==> config.mk <==
export PLATFORM = sky130hd
export DESIGN_NAME = ecc_err_log
export DESIGN_NICKNAME = d
export VERILOG_FILES = /design/src/rtl/ecc_log_pkg.sv /design/src/rtl/ecc_err_slot.sv /design/src/rtl/ecc_opt_reg.sv /design/src/rtl/ecc_err_log.sv
export SDC_FILE = /design/constraint.sdc
export NUM_CORES = 1
export LEC_CHECK = 0
export CAP_MARGIN = 20
export CORE_AREA = 10 10 154 156
export CTS_CLUSTER_DIAMETER = 80
export DETAILED_ROUTE_END_ITERATION = 6
export DIE_AREA = 0 0 164 166
export PLACE_DENSITY_LB_ADDON = 0.05
export RECOVER_POWER = 25
export SKIP_LAST_GASP = 1
export SLEW_MARGIN = 40
export SYNTH_ARGS = -nofsm -noshare
export SYNTH_HDL_FRONTEND = slang
export SYNTH_SLANG_ARGS = --single-unit
==> constraint.sdc <==
create_clock -name clk -period 2.3 [get_ports clk]
set_clock_uncertainty 0.05 [all_clocks]
set_input_delay 0.23 -clock clk [delete_from_list [all_inputs] [get_ports clk]]
set_output_delay 0.23 -clock clk [all_outputs]
set_load 0.02 [all_outputs]
==> src/rtl/ecc_log_pkg.sv <==
package ecc_log_pkg;
   localparam int REG_W = 32;

   // error bank byte offsets
   localparam logic [7:0] OFF_OPT    = 8'h00;
   localparam logic [7:0] OFF_U_ADDR = 8'h08;
   localparam logic [7:0] OFF_U_STAT = 8'h0C;
   localparam logic [7:0] OFF_U_DLO  = 8'h10;
   localparam logic [7:0] OFF_U_DHI  = 8'h14;
   localparam logic [7:0] OFF_C_ADDR = 8'h18;
   localparam logic [7:0] OFF_C_STAT = 8'h1C;
   localparam logic [7:0] OFF_C_DLO  = 8'h20;
   localparam logic [7:0] OFF_C_DHI  = 8'h24;

   // interrupt bank byte offsets
   localparam logic [7:0] OFF_INT_STAT = 8'h00;
   localparam logic [7:0] OFF_INT_ACK  = 8'h04;

   // interrupt status bit positions
   localparam int IB_CE  = 3;
   localparam int IB_CE2 = 4;
   localparam int IB_UE  = 5;
   localparam int IB_UE2 = 6;

   // options field positions
   localparam int OPT_ARM_BIT = 8;
   localparam int OPT_MASK_LO = 16;
   localparam int STAT_SYND_LO = 8;

   // class index used by the snapshot generate loop
   localparam int CLS_CE = 0;
   localparam int CLS_UE = 1;
   localparam int N_CLS  = 2;
endpackage

==> src/rtl/ecc_err_slot.sv <==
module ecc_err_slot #(
   parameter int ADDR_W = 32,
   parameter int DATA_W = 64,
   parameter int SYND_W = 8
) (
   input  logic              clk,
   input  logic              rst_n,
   input  logic              log_en,
   input  logic              err,
   input  logic [ADDR_W-1:0] err_addr,
   input  logic [SYND_W-1:0] err_synd,
   input  logic [DATA_W-1:0] err_data,
   input  logic              ack_prim,
   input  logic              ack_sec,
   output logic              prim_q,
   output logic              sec_q,
   output logic [ADDR_W-1:0] addr_q,
   output logic [SYND_W-1:0] synd_q,
   output logic [DATA_W-1:0] data_q
);
   logic hit;
   logic take;
   logic again;

   assign hit   = log_en && err;
   assign take  = hit && (!prim_q || ack_prim);
   assign again = hit && prim_q && !ack_prim;

   always_ff @(posedge clk or negedge rst_n) begin
      if (!rst_n) begin
         prim_q <= 1'b0;
         sec_q  <= 1'b0;
         addr_q <= '0;
         synd_q <= '0;
         data_q <= '0;
      end else begin
         prim_q <= take || (prim_q && !ack_prim);
         sec_q  <= again || (sec_q && !ack_sec);
         if (take) begin
            addr_q <= err_addr;
            synd_q <= err_synd;
            data_q <= err_data;
         end
      end
   end

   assert_snapshot_frozen_R7: assert property (@(posedge clk) disable iff (!rst_n)
      (prim_q && !ack_prim) |=> ($stable(addr_q) && $stable(synd_q) && $stable(data_q)));

   assert_second_flag_R7: assert property (@(posedge clk) disable iff (!rst_n)
      (log_en && err && prim_q && !ack_prim) |=> (sec_q && prim_q));

   assert_capture_R5: assert property (@(posedge clk) disable iff (!rst_n)
      (log_en && err && !prim_q) |=> (prim_q && addr_q == $past(err_addr)));
endmodule

==> src/rtl/ecc_opt_reg.sv <==
module ecc_opt_reg #(
   parameter int SYND_W = 8,
   parameter int REG_W  = 32
) (
   input  logic              clk,
   input  logic              rst_n,
   input  logic              opt_wr,
   input  logic [REG_W-1:0]  opt_wdata,
   input  logic              wr_fire,
   output logic [1:0]        mode_q,
   output logic              arm_q,
   output logic [SYND_W-1:0] mask_q,
   output logic              log_en,
   output logic [SYND_W-1:0] inj_xor
);
   import ecc_log_pkg::*;

   always_ff @(posedge clk or negedge rst_n) begin
      if (!rst_n) begin
         mode_q <= 2'b00;
         arm_q  <= 1'b0;
         mask_q <= '0;
      end else if (opt_wr) begin
         mode_q <= opt_wdata[1:0];
         arm_q  <= opt_wdata[OPT_ARM_BIT];
         mask_q <= opt_wdata[OPT_MASK_LO +: SYND_W];
      end else if (wr_fire) begin
         arm_q  <= 1'b0;
      end
   end

   // modes 0 and 2 disable checking
   assign log_en  = mode_q[0];
   assign inj_xor = arm_q ? mask_q : '0;

   assert_one_shot_R10: assert property (@(posedge clk) disable iff (!rst_n)
      (arm_q && wr_fire && !opt_wr) |=> (!arm_q && $stable(mask_q) && $stable(mode_q)));
endmodule

==> src/rtl/ecc_err_log.sv <==
module ecc_err_log #(
   parameter int ADDR_W  = 32,
   parameter int DATA_W  = 64,
   parameter int SYND_W  = 8,
   parameter int OFF_W   = 8,
   parameter bit RD_FLOP = 1'b0
) (
   input  logic              clk,
   input  logic              rst_n,
   input  logic              reg_bank,
   input  logic [OFF_W-1:0]  reg_off,
   input  logic              reg_wr,
   input  logic [31:0]       reg_wdata,
   output logic [31:0]       reg_rdata,
   input  logic              chk_ce,
   input  logic              chk_ue,
   input  logic [ADDR_W-1:0] chk_addr,
   input  logic [SYND_W-1:0] chk_synd,
   input  logic [DATA_W-1:0] chk_data,
   input  logic              wr_fire,
   output logic [SYND_W-1:0] inj_xor,
   output logic              irq
);
   import ecc_log_pkg::*;

   localparam int HALF_W = DATA_W / 2;

   generate
      if (DATA_W != 2 * REG_W) begin : g_bad_data
         $error("DATA_W must be two register words");
      end
      if (ADDR_W > REG_W || ADDR_W < 1) begin : g_bad_addr
         $error("ADDR_W must fit one register word");
      end
      if (SYND_W > 8 || SYND_W < 1) begin : g_bad_synd
         $error("SYND_W must fit the status syndrome field");
      end
      if (OFF_W < 8) begin : g_bad_off
         $error("OFF_W must cover offset 0x24");
      end
   endgenerate

   logic [7:0] off8;
   assign off8 = reg_off[7:0];

   logic opt_wr;
   logic ack_wr;
   assign opt_wr = reg_wr && !reg_bank && off8 == OFF_OPT;
   assign ack_wr = reg_wr &&  reg_bank && off8 == OFF_INT_ACK;

   logic [1:0]        mode_q;
   logic              arm_q;
   logic [SYND_W-1:0] mask_q;
   logic              log_en;

   ecc_opt_reg #(.SYND_W(SYND_W), .REG_W(REG_W)) u_opt (
      .clk      (clk),
      .rst_n    (rst_n),
      .opt_wr   (opt_wr),
      .opt_wdata(reg_wdata),
      .wr_fire  (wr_fire),
      .mode_q   (mode_q),
      .arm_q    (arm_q),
      .mask_q   (mask_q),
      .log_en   (log_en),
      .inj_xor  (inj_xor)
   );

   logic [N_CLS-1:0] cls_err;
   logic [N_CLS-1:0] cls_ack_p;
   logic [N_CLS-1:0] cls_ack_s;
   logic [N_CLS-1:0] cls_prim;
   logic [N_CLS-1:0] cls_sec;
   logic [ADDR_W-1:0] cls_addr [N_CLS];
   logic [SYND_W-1:0] cls_synd [N_CLS];
   logic [DATA_W-1:0] cls_data [N_CLS];

   assign cls_err[CLS_CE]   = chk_ce;
   assign cls_err[CLS_UE]   = chk_ue;
   assign cls_ack_p[CLS_CE] = ack_wr && reg_wdata[IB_CE];
   assign cls_ack_s[CLS_CE] = ack_wr && reg_wdata[IB_CE2];
   assign cls_ack_p[CLS_UE] = ack_wr && reg_wdata[IB_UE];
   assign cls_ack_s[CLS_UE] = ack_wr && reg_wdata[IB_UE2];

   generate
      for (genvar c = 0; c < N_CLS; c++) begin : g_cls
         ecc_err_slot #(.ADDR_W(ADDR_W), .DATA_W(DATA_W), .SYND_W(SYND_W)) u_slot (
            .clk     (clk),
            .rst_n   (rst_n),
            .log_en  (log_en),
            .err     (cls_err[c]),
            .err_addr(chk_addr),
            .err_synd(chk_synd),
            .err_data(chk_data),
            .ack_prim(cls_ack_p[c]),
            .ack_sec (cls_ack_s[c]),
            .prim_q  (cls_prim[c]),
            .sec_q   (cls_sec[c]),
            .addr_q  (cls_addr[c]),
            .synd_q  (cls_synd[c]),
            .data_q  (cls_data[c])
         );
      end
   endgenerate

   logic [REG_W-1:0] int_stat;
   always_comb begin
      int_stat         = '0;
      int_stat[IB_CE]  = cls_prim[CLS_CE];
      int_stat[IB_CE2] = cls_sec[CLS_CE];
      int_stat[IB_UE]  = cls_prim[CLS_UE];
      int_stat[IB_UE2] = cls_sec[CLS_UE];
   end
   assign irq = |int_stat;

   // widen stored fields to register words
   logic [REG_W-1:0] addr_w [N_CLS];
   logic [REG_W-1:0] stat_w [N_CLS];
   logic [REG_W-1:0] opt_w;
   always_comb begin
      for (int c = 0; c < N_CLS; c++) begin
         addr_w[c] = '0;
         addr_w[c][ADDR_W-1:0] = cls_addr[c];
         stat_w[c] = '0;
         stat_w[c][STAT_SYND_LO +: SYND_W] = cls_synd[c];
      end
      opt_w = '0;
      opt_w[1:0] = mode_q;
      opt_w[OPT_ARM_BIT] = arm_q;
      opt_w[OPT_MASK_LO +: SYND_W] = mask_q;
   end

   logic [REG_W-1:0] rd_comb;
   always_comb begin
      rd_comb = '0;
      if (reg_bank) begin
         if (off8 == OFF_INT_STAT) rd_comb = int_stat;
      end else begin
         case (off8)
            OFF_OPT:    rd_comb = opt_w;
            OFF_U_ADDR: rd_comb = addr_w[CLS_UE];
            OFF_U_STAT: rd_comb = stat_w[CLS_UE];
            OFF_U_DLO:  rd_comb = cls_data[CLS_UE][HALF_W-1:0];
            OFF_U_DHI:  rd_comb = cls_data[CLS_UE][DATA_W-1:HALF_W];
            OFF_C_ADDR: rd_comb = addr_w[CLS_CE];
            OFF_C_STAT: rd_comb = stat_w[CLS_CE];
            OFF_C_DLO:  rd_comb = cls_data[CLS_CE][HALF_W-1:0];
            OFF_C_DHI:  rd_comb = cls_data[CLS_CE][DATA_W-1:HALF_W];
            default:    rd_comb = '0;
         endcase
      end
   end

   generate
      if (RD_FLOP) begin : g_rd_flop
         logic [REG_W-1:0] rd_q;
         always_ff @(posedge clk or negedge rst_n) begin
            if (!rst_n) rd_q <= '0;
            else        rd_q <= rd_comb;
         end
         assign reg_rdata = rd_q;
      end else begin : g_rd_comb
         assign reg_rdata = rd_comb;
      end
   endgenerate

   assert_irq_drops_R4: assert property (@(posedge clk) disable iff (!rst_n)
      (ack_wr && ((int_stat & ~reg_wdata) == '0) && !chk_ce && !chk_ue) |=> !irq);

   assert_no_log_when_off_R9: assert property (@(posedge clk) disable iff (!rst_n)
      (!log_en && !irq) |=> !irq);

   assert_both_classes_R8: assert property (@(posedge clk) disable iff (!rst_n)
      (log_en && chk_ce && chk_ue) |=> (cls_prim[CLS_CE] && cls_prim[CLS_UE]));
endmodule

==> run metrics <==
Synth Cell Area=0.0107 mm^2; kind of critical path=in2out; CTS Buffer Depth=3; Fmax achieved=0.443 GHz; drt via density=5.78; Yosys cell types=50; Nets=1242; share of post-route cells with drive strength above 1=38.5%; Synth area leaders=dfrtp_1 52%, mux2_2 11%, mux2_4 8.4%; Post-Synthesis Cells=797; total number of vias=7999; CP Data Arrival Time=1.98 ns; hold slack=0.237 ns; #FFs+latches synth=223; I/O pins=192; post-route cell area=0.0148 mm^2; R2R Path End=g_cls[0].u_slot.data_q[2]; GRT Total Usage=23.6%; RSZ-0062 raised after global routing=true; Overflow after GRT=0; Final ANT Viol Nets=0; clock sink total=223; GP Congestion=0.878; antenna violations before repair=1; worst vdd ir=0.000591 V; vias in the first global route=8693; area of the die=0.0272 mm^2; max_cap viols=1; largest net degree at the start of global routing=66; asr flop ratio synth=100%; Leak=6.79 nW; worst-skew pair later-pin latency=0.52 ns; critical-path cell list=clkdlybuf4s15_2 > buf_4 > nor2b_2 > nand2_2 > nor3_4 > buf_4 > a32oi_1 > a31oi_1 > buf_4; die height=166 um; share of the synthesized area in the top cell type=52.0%; most frequent cells after synthesis=223 x dfrtp_1, 102 x mux2_2, 60 x mux2_1, 60 x mux2_4, 45 x nor2_1; R2R Path Start=u_opt.mode_q[0]; Hold Crit Depth=3; # rows=53; min Tclk post-route=2.26 ns; worst hold path endpoint=u_opt.arm_q; Root Driver=clkbuf_16; crit share post-route=98.1%; Power Density=712 mW/mm^2; HP Start=reg_wdata[8]; largest area contributor in the netlist=dfrtp_1; TritonCTS Buffers=25; yosys warns=0; Core Util, Final=71.5%; Worst setup SP type=input port; sequential fraction of the synthesis area=52.0%; critical path required time=2.02 ns; failing checks=max-capacitance violations, max-slew violations; final slew viol count=64; Crit Path Max Fanout=5; fillcell total=1452; outcome=finished with violations; EDFF count, synth=0; Reg2Reg Depth=5; port bufs=174; Avg Cell Area, Syn=13.5 um^2; Starting Density=51.9%; # DRC=0; setup_tns=0 ns; Die Width=164 um; Syn Nets=948; clk slew on worst S/H paths=0.06 ns; Top cell by count, worst path=buf_4; area post-placement=0.0136 mm^2; CP max stage delay=0.24 ns; CTS H-tree lvls=1; Slew Limit Headroom=-16.5%; reg2reg setup slack=0.59 ns; Area Growth Syn to Fin=37.8%; Worst Setup End Kind=output port; slowest CP cell=a31oi_1; hold crit path type=in2reg; drt wl/cell=24.3 um; Core ar.=0.0207 mm^2; Worst-Margin Slew=1.75 ns; final wirelength=33600 um; cell with the most instances after synthesis=dfrtp_1; Final setup viols=0; Final HPWL DP=23600 um; Synth Flop Type=dfrtp_1; CTS tree=yes; final hold vios=0; first-pass GRT wire length=50500 um; violation count after the first detailed-route iteration=505; Pre-Repair DR Iteration Count=5
==> per-stage QoR <==
step	power, mW	instances	worst slack, ns
global placement	6.44	1315	-0.930
finish	10.5	1384	0.0442
global route	10.9	1383	-0.0437
CTS	10.6	1374	-0.00232
detailed placement	6.55	1315	-0.927
floorplan	5.79	797	0.0165
==> layout by cell type, fill, tap and decap left out, drive strengths merged, types with 2 or more instances in the layout <==
cell,count
mux4,2
nor3,5
bufinv,2
o21a,2
and2,9
or4,2
dfrtp,223
a21oi,27
clkdlybuf4s15,2
nand2,43
clkinv,3
clkdlybuf4s50,131
mux2,222
nand4b,2
clkbuf,47
a221oi,5
o31ai,2
o32ai,3
nor4b,5
nor2b,6
a22o,14
nor2,45
a22oi,31
o21ai,11
nand3,9
nor4,2
a222oi,5
buf,173
a31oi,5
mux2i,37
o22ai,14
and3,2
a32oi,4
==> worst max-delay path: cells and delay by family <==
| kind | cells | cell delay, ns |
|---|---|---|
| AO/OA/AOI/OAI | 2 | 0.35 |
| AND/OR/NAND/NOR | 3 | 0.61 |
| buffers and inverters | 4 | 0.77 |
==> registers in the layout, indices dropped and copies added, names as in the netlist <==
| name | count |
|---|---|
| g_cls.u_slot.addr_q | 64 |
| g_cls.u_slot.data_q | 128 |
| g_cls.u_slot.prim_q | 2 |
| g_cls.u_slot.sec_q | 2 |
| g_cls.u_slot.synd_q | 16 |
| u_opt.arm_q | 1 |
| u_opt.mask_q | 8 |
| u_opt.mode_q | 2 |
==> worst max-delay path by stage <==
stage	from	to	slack, ns	cells after the start
2_1_floorplan	reg_off[1]	reg_rdata[23]	0.02	7
3_3_place_gp	reg_off[4]	reg_rdata[8]	-0.93	9
3_5_place_dp	reg_off[4]	reg_rdata[8]	-0.93	9
4_1_cts	reg_off[6]	g_cls[0].u_slot.data_q[55]	-0.002	12
5_1_grt	reg_off[6]	reg_rdata[13]	-0.04	12
6_report	reg_off[4]	reg_rdata[8]	0.04	9
==> report_power, final <==
group / switching [mW] / internal (mW)
sequential: 0.367 / 4.57
combinational: 0.611 / 0.999
clock: 1.58 / 2.41
==> final cells by class <==
class	instances	area [um^2]	area share, %
Sequential cell	223	5580	37.7
Multi-Input combinational cell	522	4910	33.2
Timing Repair Buffer	318	3130	21.1
Clock buffer	38	734	4.97
Tap cell	275	344	2.33
Clock inverter	6	82.6	0.558
Inverter	1	3.75	0.0254
Antenna cell	1	2.50	0.0169
==> cell families after synthesis <==
logic type             after synthesis  synth area share (%)
multiplexers                       261                  29.3
flip-flops                         223                  52.0
AND/OR/NAND/NOR                    134                  6.38
AO/OA/AOI/OAI                      127                  8.44
buffers and inverters               52                  3.92
==> per-layer routing <==
metal / vias to the layer above / routed length (um) / GRT usage, %
li1: 3556 / - / -
met1: 4127 / 14100 / 30.5
met2: 252 / 16600 / 39.1
met3: 64 / 1940 / 4.44
met4: 0 / 952 / 7.15
met5: - / 0 / 0
==> what timing repair did <==
item,in CTS,in global routing
cloned,1,7
hold buffers,1,0
buffers inserted,14,2
resized for setup,206,42
endpoints found under the setup margin,241,231
pin swaps,11,10
endpoints found under the hold margin,61,0
No activity file was read; power rests on OpenSTA's default activity.
